<file path="config.mk">
export PLATFORM = sky130hd
export DESIGN_NAME = mono_pixel_serializer
export DESIGN_NICKNAME = d
export VERILOG_FILES = /design/src/rtl/mono_ser_pkg.sv /design/src/rtl/mono_ser_ctrl.sv /design/src/rtl/mono_ser_shift.sv /design/src/rtl/mono_ser_palette.sv /design/src/rtl/mono_pixel_serializer.sv
export SDC_FILE = /design/constraint.sdc
export NUM_CORES = 1
export LEC_CHECK = 0
export BUFFER_PORTS_ARGS = -buffer_cell sky130_fd_sc_hd__buf_2
export CORE_UTILIZATION = 48
export DETAILED_ROUTE_END_ITERATION = 7
export PLACE_DENSITY = 0.72
export SLEW_MARGIN = 20
export SYNTH_ARGS = -nofsm -noshare
export SYNTH_HDL_FRONTEND = slang
export SYNTH_SLANG_ARGS = --single-unit
export TNS_END_PERCENT = 5
</file>
<file path="constraint.sdc">
create_clock -name clk -period 1.4 [get_ports clk]
set_clock_uncertainty 0.05 [all_clocks]
set_input_delay 0.07 -clock clk [delete_from_list [all_inputs] [get_ports clk]]
set_output_delay 0.07 -clock clk [all_outputs]
set_load 0.01 [all_outputs]
</file>
<file path="src/rtl/mono_ser_pkg.sv">
package mono_ser_pkg;

   typedef struct packed {
      logic r;
      logic g;
      logic b;
   } rgb_t;

   localparam rgb_t COLOUR_SET = '{r: 1'b1, g: 1'b0, b: 1'b1};
   localparam rgb_t COLOUR_CLR = '{r: 1'b0, g: 1'b1, b: 1'b1};

endpackage

</file>
<file path="src/rtl/mono_ser_ctrl.sv">
module mono_ser_ctrl (
   input  logic clk,
   input  logic rst,
   input  logic frame_last,
   input  logic line_pre,
   input  logic pix_active,
   input  logic last_bit,
   input  logic fifo_ready,
   output logic load,
   output logic shift_en,
   output logic fifo_ren
);

   logic armed_q;
   logic run_q;
   logic start;

   assign start    = !run_q && line_pre && (armed_q || frame_last);
   assign shift_en = run_q && pix_active;
   assign load     = start || (shift_en && last_bit);
   assign fifo_ren = load && fifo_ready;

   always_ff @(posedge clk) begin
      if (rst) begin
         armed_q <= 1'b0;
         run_q   <= 1'b0;
      end else begin
         if (frame_last) armed_q <= 1'b1;
         if (start)      run_q   <= 1'b1;
      end
   end


   ren_needs_ready_chk: assert property (@(posedge clk) disable iff (rst)
      fifo_ren |-> fifo_ready);


   ren_single_chk: assert property (@(posedge clk) disable iff (rst)
      fifo_ren |=> !fifo_ren);


   prestart_quiet_chk: assert property (@(posedge clk) disable iff (rst)
      (!armed_q && !frame_last) |-> !fifo_ren);

endmodule

</file>
<file path="src/rtl/mono_ser_shift.sv">
module mono_ser_shift #(
   parameter int WORD_W = 16
) (
   input  logic              clk,
   input  logic              rst,
   input  logic              load,
   input  logic              shift_en,
   input  logic              fill_valid,
   input  logic [WORD_W-1:0] word_in,
   output logic              bit_out,
   output logic              last_bit
);

   localparam int CNT_W = (WORD_W > 2) ? $clog2(WORD_W) : 1;
   localparam logic [CNT_W-1:0] CNT_LAST = CNT_W'(WORD_W - 1);

   logic [WORD_W-1:0] sr_q;
   logic [CNT_W-1:0]  cnt_q;

   always_ff @(posedge clk) begin
      if (rst) begin
         sr_q  <= '0;
         cnt_q <= '0;
      end else if (load) begin
         sr_q  <= fill_valid ? word_in : '0;
         cnt_q <= '0;
      end else if (shift_en) begin
         sr_q  <= sr_q >> 1;
         cnt_q <= cnt_q + 1'b1;
      end
   end

   assign bit_out  = sr_q[0];
   assign last_bit = (cnt_q == CNT_LAST);


   load_fill_chk: assert property (@(posedge clk) disable iff (rst)
      (load && fill_valid) |=> (sr_q == $past(word_in)));


   empty_fill_chk: assert property (@(posedge clk) disable iff (rst)
      (load && !fill_valid) |=> (sr_q == '0));


   blank_hold_chk: assert property (@(posedge clk) disable iff (rst)
      (!load && !shift_en) |=> ($stable(sr_q) && $stable(cnt_q)));

endmodule

</file>
<file path="src/rtl/mono_ser_palette.sv">
module mono_ser_palette
   import mono_ser_pkg::*;
#(
   parameter rgb_t ONE_COLOUR  = COLOUR_SET,
   parameter rgb_t ZERO_COLOUR = COLOUR_CLR
) (
   input  logic bit_in,
   output rgb_t colour
);

   assign colour = bit_in ? ONE_COLOUR : ZERO_COLOUR;

endmodule

</file>
<file path="src/rtl/mono_pixel_serializer.sv">
module mono_pixel_serializer
   import mono_ser_pkg::*;
#(
   parameter int WORD_W = 16
) (
   input  logic              clk,
   input  logic              rst,
   input  logic [WORD_W-1:0] fifo_data_i,
   input  logic              fifo_ready_i,
   output logic              fifo_ren_o,
   input  logic              pix_active_i,
   input  logic              frame_last_i,
   input  logic              line_pre_i,
   output logic              red_o,
   output logic              green_o,
   output logic              blue_o
);

   generate
      if (WORD_W < 2 || (WORD_W & (WORD_W - 1)) != 0) begin : g_bad_width
         $error("WORD_W must be a power of two of at least 2");
      end
   endgenerate

   logic load;
   logic shift_en;
   logic last_bit;
   logic bit_now;
   rgb_t colour;

   mono_ser_ctrl ctrl_i (
      .clk        (clk),
      .rst        (rst),
      .frame_last (frame_last_i),
      .line_pre   (line_pre_i),
      .pix_active (pix_active_i),
      .last_bit   (last_bit),
      .fifo_ready (fifo_ready_i),
      .load       (load),
      .shift_en   (shift_en),
      .fifo_ren   (fifo_ren_o)
   );

   mono_ser_shift #(.WORD_W(WORD_W)) shift_i (
      .clk        (clk),
      .rst        (rst),
      .load       (load),
      .shift_en   (shift_en),
      .fill_valid (fifo_ready_i),
      .word_in    (fifo_data_i),
      .bit_out    (bit_now),
      .last_bit   (last_bit)
   );

   mono_ser_palette palette_i (
      .bit_in (bit_now),
      .colour (colour)
   );

   assign red_o   = colour.r;
   assign green_o = colour.g;
   assign blue_o  = colour.b;


   colour_legal_chk: assert property (@(posedge clk) disable iff (rst)
      (blue_o && (green_o != red_o)));

endmodule

</file>
Yosys cells after proc, flatten, opt, wreduce, memory -nomap -nowiden
Cells that the tools add are included.
- flip-flop bits (word level): 22
- input bits: 22
- output and inout port bits: 4
- logic and storage cells: 20
- $add $sub $neg: 1
- eq/ne operators: 1
- mux-type cells: 4
- reduce and logical (&&, ||, !) cells: 10
- operators by type and width (cell ; count):
    $mux 16 ; 3
    $logic_and 1x1->1 ; 5
    $add 4x1->4 const B ; 1
    $eq 4x4->1 const B ; 1
    $mux 3 ; 1
    $logic_or 1x1->1 ; 2
    $reduce_bool 2->1 ; 1
    $reduce_or 2->1 ; 1
    $logic_not 1->1 ; 1

Depth between registers and ports, before layout
- depth after elaboration: 5
- mapped depth: 6
- depth with buffers taken out: 4

By module
From an unflattened synthesis, not the netlist that was laid out.
- cell total of the unflattened synthesis: 105
- area total of the unflattened synthesis: 1082.3 um^2
- by module, submodules not included (module ; times used ; cells each ; area an instance (um^2) ; sequential area each (um^2)):
    mono_ser_shift ; 1 ; 91 ; 968.4 ; 400.4
    mono_ser_ctrl ; 1 ; 10 ; 91.3 ; 40.0
    mono_ser_palette ; 1 ; 4 ; 22.5 ; 0.0

Least setup slack after synthesis
No wires, ideal clock.
- path type: register to register
- start: register shift_i.cnt_q[0]
- end: register shift_i.sr_q[10]
- library setup time: 58 ps
- data arrival time: 1306 ps
- data required time: 1292 ps
- setup slack: -15 ps
- cell stages (with the launch flop): 6
- path buffers: 1
- period minus slack after synthesis: 1415 ps
- cell sequence: dfxtp_1 ha_1 and3_1 a22oi_4 buf_2 o211a_1
- cells in the longest elaborated chain, start to end: 4
- elaborated cells on any way between the ends: 5
- those cells by class: 1 x eq/ne; 1 x mux; 3 x reduce/logical
- ends and longest elaborated chain (what ; line ; RTL):
    start, declared ; mono_ser_shift.sv:18 ; logic [CNT_W-1:0] cnt_q;
    start signal, assigned ; mono_ser_shift.sv:29 ; cnt_q <= cnt_q + 1'b1;
    $eq 4x4->1 (*) ; mono_ser_shift.sv:34 ; assign last_bit = (cnt_q == CNT_LAST);
    $logic_and 1x1->1 (*) ; mono_ser_ctrl.sv:20 ; assign load = start || (shift_en && last_bit);
    $logic_or 1x1->1 (*) ; mono_ser_ctrl.sv:20 ;
    $mux 16 / $reduce_bool 2->1 (equally long branches) ; -- ;
    end signal, assigned ; mono_ser_shift.sv:25 ; sr_q <= fill_valid ? word_in : '0;
    end signal, assigned ; mono_ser_shift.sv:28 ; sr_q <= sr_q >> 1;
    end, declared ; mono_ser_shift.sv:17 ; logic [WORD_W-1:0] sr_q;
Every way passes the cells marked *; elsewhere a longest branch is shown, timed or not.
A chain may end at the register's enable or synchronous reset.

Worst setup path after layout
- start: register shift_i.cnt_q[1]
- end: output fifo_ren_o
- cells in the longest elaborated chain, start to end: 4
- ends and longest elaborated chain (what ; line ; RTL):
    $eq 4x4->1 ; mono_ser_shift.sv:34 ;
    $logic_and 1x1->1 ; mono_ser_ctrl.sv:20 ;
    $logic_or 1x1->1 ; mono_ser_ctrl.sv:20 ;
    $logic_and 1x1->1 ; mono_ser_ctrl.sv:21 ; assign fifo_ren = load && fifo_ready;
    end, declared ; mono_pixel_serializer.sv:10 ; output logic fifo_ren_o,
Every way passes these cells.

==> run summary <==
Post-DRT Antenna Nets = 0
CP Launch Type = register
Final nets = 196
DRC errors left = 0
Hold_ws = 18.46 ps
Via count = 1,186
Pre-CTS WS = -0.07649 ps
Clock transition at path regs = 140 ps
Combinational fraction of design power = 0.206
Area delta synth->final = 24.26%
Vias per cell = 5.930
Largest cells by area after synthesis = dfxtp_1, o211a_1, o211ai_1, a31oi_1, and2_1
R2R depth = 4
Share of the synthesized area in the top cell type = 0.3574
Crit Path Category = register to primary output
Synthesis Warnings = 0
Synth cell types = 31
PwrDens = 984.1 nW/um^2
Syn avg cell area = 8.618 sq um
Synth Flop Type = dfxtp_1
Global-route wire length before repair = 4864 microns
Upper clock frequency limit = 0.6708 GHz
Sw Share = 0.2614
Total core area = 2318 sq um
WHS Path Cells = 3
Critical path's slowest cell = dfxtp_2
Largest net degree at the start of global routing = 23
Synth cell count leaders = dfxtp_1, inv_1, a31oi_1, and2_1, o211ai_1
Site Rows = 17
Worst r2r dst = shift_i.cnt_q[3]$_SDFFE_PP0P_
Non-filler cells, final = 200
GP Congestion = 0.7928
Horiz. Die Dim = 52.67 microns
Worst Path Arrival = 1370 ps
CTS tree = done
R2R Path Start = shift_i.cnt_q[1]$_SDFFE_PP0P_
Worst-Skew Late Latency = 320 ps
Initial Util = 0.5316
Clock sinks = 22
WL final = 2891 microns
Net switching power = 0.3940 mW
Mapped Area = 1232 sq um
CP max stage delay = 360 ps
Leak = 0.7468 nW
Synth Net Count = 166
Worst path cell trace = ha_4 -> and3_4 -> a22oi_4 -> nor2b_1 -> buf_2
# H-tree levels = 1
First drt pass iteration count = 4
Fin area = 1531 sq um
Reg2reg setup slack = 10 ps
Gr ovfl total = 0
Number of buffers created by CTS = 3
Seq cells post-synth = 22
Reg power frac = 0.461
# IOs = 26
Final Max Tran Viols = 0
Outcome = finished with violations
RSZ-0062 raised after global routing = true
Die area = 2774 sq um
Total negative slack = -90.75 ps
Layout cells sized above 1 = 0.3023
Clock root buffer = clkbuf_4
Ant. Diodes = 0
EDFF count, synth = 0
Final hold violation count = 0
GRT Util Overall = 0.2355
Hold Path End = shift_i.sr_q[12]$_SDFFE_PP0P_
PortBufs = 24
CTS max path bufs = 2
WP data required = 1280 ps
Initial antenna violation count = 0
Worst setup margin = -90.75 ps
Shortest period the worst path allows = 1491 ps
Placed Area = 1404 sq um
Asr flop ratio synth = 0
Maximum VDD drop = 0.7078 mV
Crit end category = primary output
Final setup violation count = 1
P_int = 1.113 mW
Hold Path Class = primary input to register
Min-delay src = fifo_data_i[12]
Vias in the first global route = 1,103
Dpl hpwl = 1879 microns
Mapped Cells = 143
CP max FO = 3
Failing checks = negative setup slack
Drt wl/cell = 14.46 microns
Register area share after synthesis = 0.3574
Number of max-cap violations = 0
Final Cycle Share = 1.065
Clk network pwr share = 0.334
Post-synth top area cell = dfxtp_1
Most frequent cell after synthesis = dfxtp_1
Placed insts = 193
Chip Height = 52.67 microns
Iteration-0 DRC count of the detailed router = 20
==> sequential cells by signal, summed over array words and instances (netlist names) <==
register / count
shift_i.sr_q: 16
ctrl_i.armed_q: 1
shift_i.cnt_q: 4
ctrl_i.run_q: 1
==> worst max path at each step <==
| stage | to | startpoint | depth (start not counted) |
|---|---|---|---|
| after global placement | shift_i.sr_q[6]$_SDFFE_PP0P_ | shift_i.cnt_q[1]$_SDFFE_PP0P_ | 6 |
| final | fifo_ren_o | shift_i.cnt_q[1]$_SDFFE_PP0P_ | 5 |
| after CTS | fifo_ren_o | shift_i.cnt_q[0]$_SDFFE_PP0P_ | 6 |
| after detailed placement | shift_i.sr_q[12]$_SDFFE_PP0P_ | shift_i.cnt_q[1]$_SDFFE_PP0P_ | 6 |
| after global routing | fifo_ren_o | shift_i.cnt_q[1]$_SDFFE_PP0P_ | 5 |
| after floorplan | shift_i.sr_q[10]$_SDFFE_PP0P_ | shift_i.cnt_q[0]$_SDFFE_PP0P_ | 5 |
==> metrics by stage <==
step / power (mW) / util
after floorplan: 0.9179 / -
after global placement: 0.9963 / 0.6055
after detailed placement: 1.005 / 0.6055
after CTS: 1.511 / 0.6541
after global routing: 1.582 / 0.6606
final: 1.507 / 0.6606
==> per-layer routing <==
metal	routed length [microns]	part of all wire	GRT usage
met5	0	0	0
met4	44	0.015	0.07018
met3	181	0.063	0.03478
met2	1369	0.47	0.4072
met1	1296	0.45	0.2977
==> kinds of logic after synthesis <==
group,after synthesis,synth area share
DFF,22,0.3574
adders and majority gates,1,0.01015
xor gates and xnor gates,2,0.01422
other,1,0.003043
AOI/OAI and AO/OA,54,0.3584
buffers and inverters,30,0.1056
and+or+nand+nor,33,0.1513
==> layout by cell type, fill, tap and decap left out <==
master,count
a2111oi_1,1
a2111oi_4,1
a21oi_1,1
a22oi_4,1
a31oi_1,15
a31oi_2,1
and2_1,15
and2_2,1
and3_4,1
buf_2,24
buf_4,12
bufinv_16,1
clkbuf_4,3
conb_1,1
dfxtp_1,19
dfxtp_2,3
dlygate4sd3_1,2
ha_4,1
inv_1,17
nand2_1,2
nand2_2,1
nand3_1,3
nand4_1,2
nor2_1,4
nor2b_1,1
nor3_1,1
nor4_1,1
o211a_1,15
o211ai_1,16
o21a_1,1
o21ai_1,1
o21ai_2,1
or3_4,1
xnor2_1,1
xor2_1,1
==> area by class of cell <==
class / instances / area [sq um]
sequential: 22 / 444.2
clock inverter: 1 / 30.03
fill: 214 / 787.0
inverter: 17 / 63.81
tap: 28 / 35.03
timing repair buffer: 38 / 230.2
clock buffer: 3 / 22.52
multi-input combinational: 91 / 705.7
==> worst max-delay path: cells and delay by family (launching register included) <==
kind            cells  cell delay (ps)
flops               1              360
simple gates        2              240
fa+ha+maj           1              160
compound gates      1              160
buf+inv             1              140
==> timing repair <==
action | CTS | global route
setup endpoints to repair | 16 | 18
resized for setup | 7 | 5
buffers inserted | 2 | 0
endpoints found under the hold margin | 2 | 0
hold buffers | 2 | 0
pin swaps | 3 | 0
==> power groups by stage <==
stage          registers (mW)  clock network [mW]  logic, mW
2_1_floorplan           0.704                   0      0.214
3_3_place_gp            0.705                   0      0.291
3_5_place_dp            0.707                   0      0.298
4_1_cts                 0.694               0.506      0.311
5_1_grt                 0.700               0.533      0.349
6_report                0.694               0.503      0.310
Note: power is estimated with default switching activity, not from simulation.
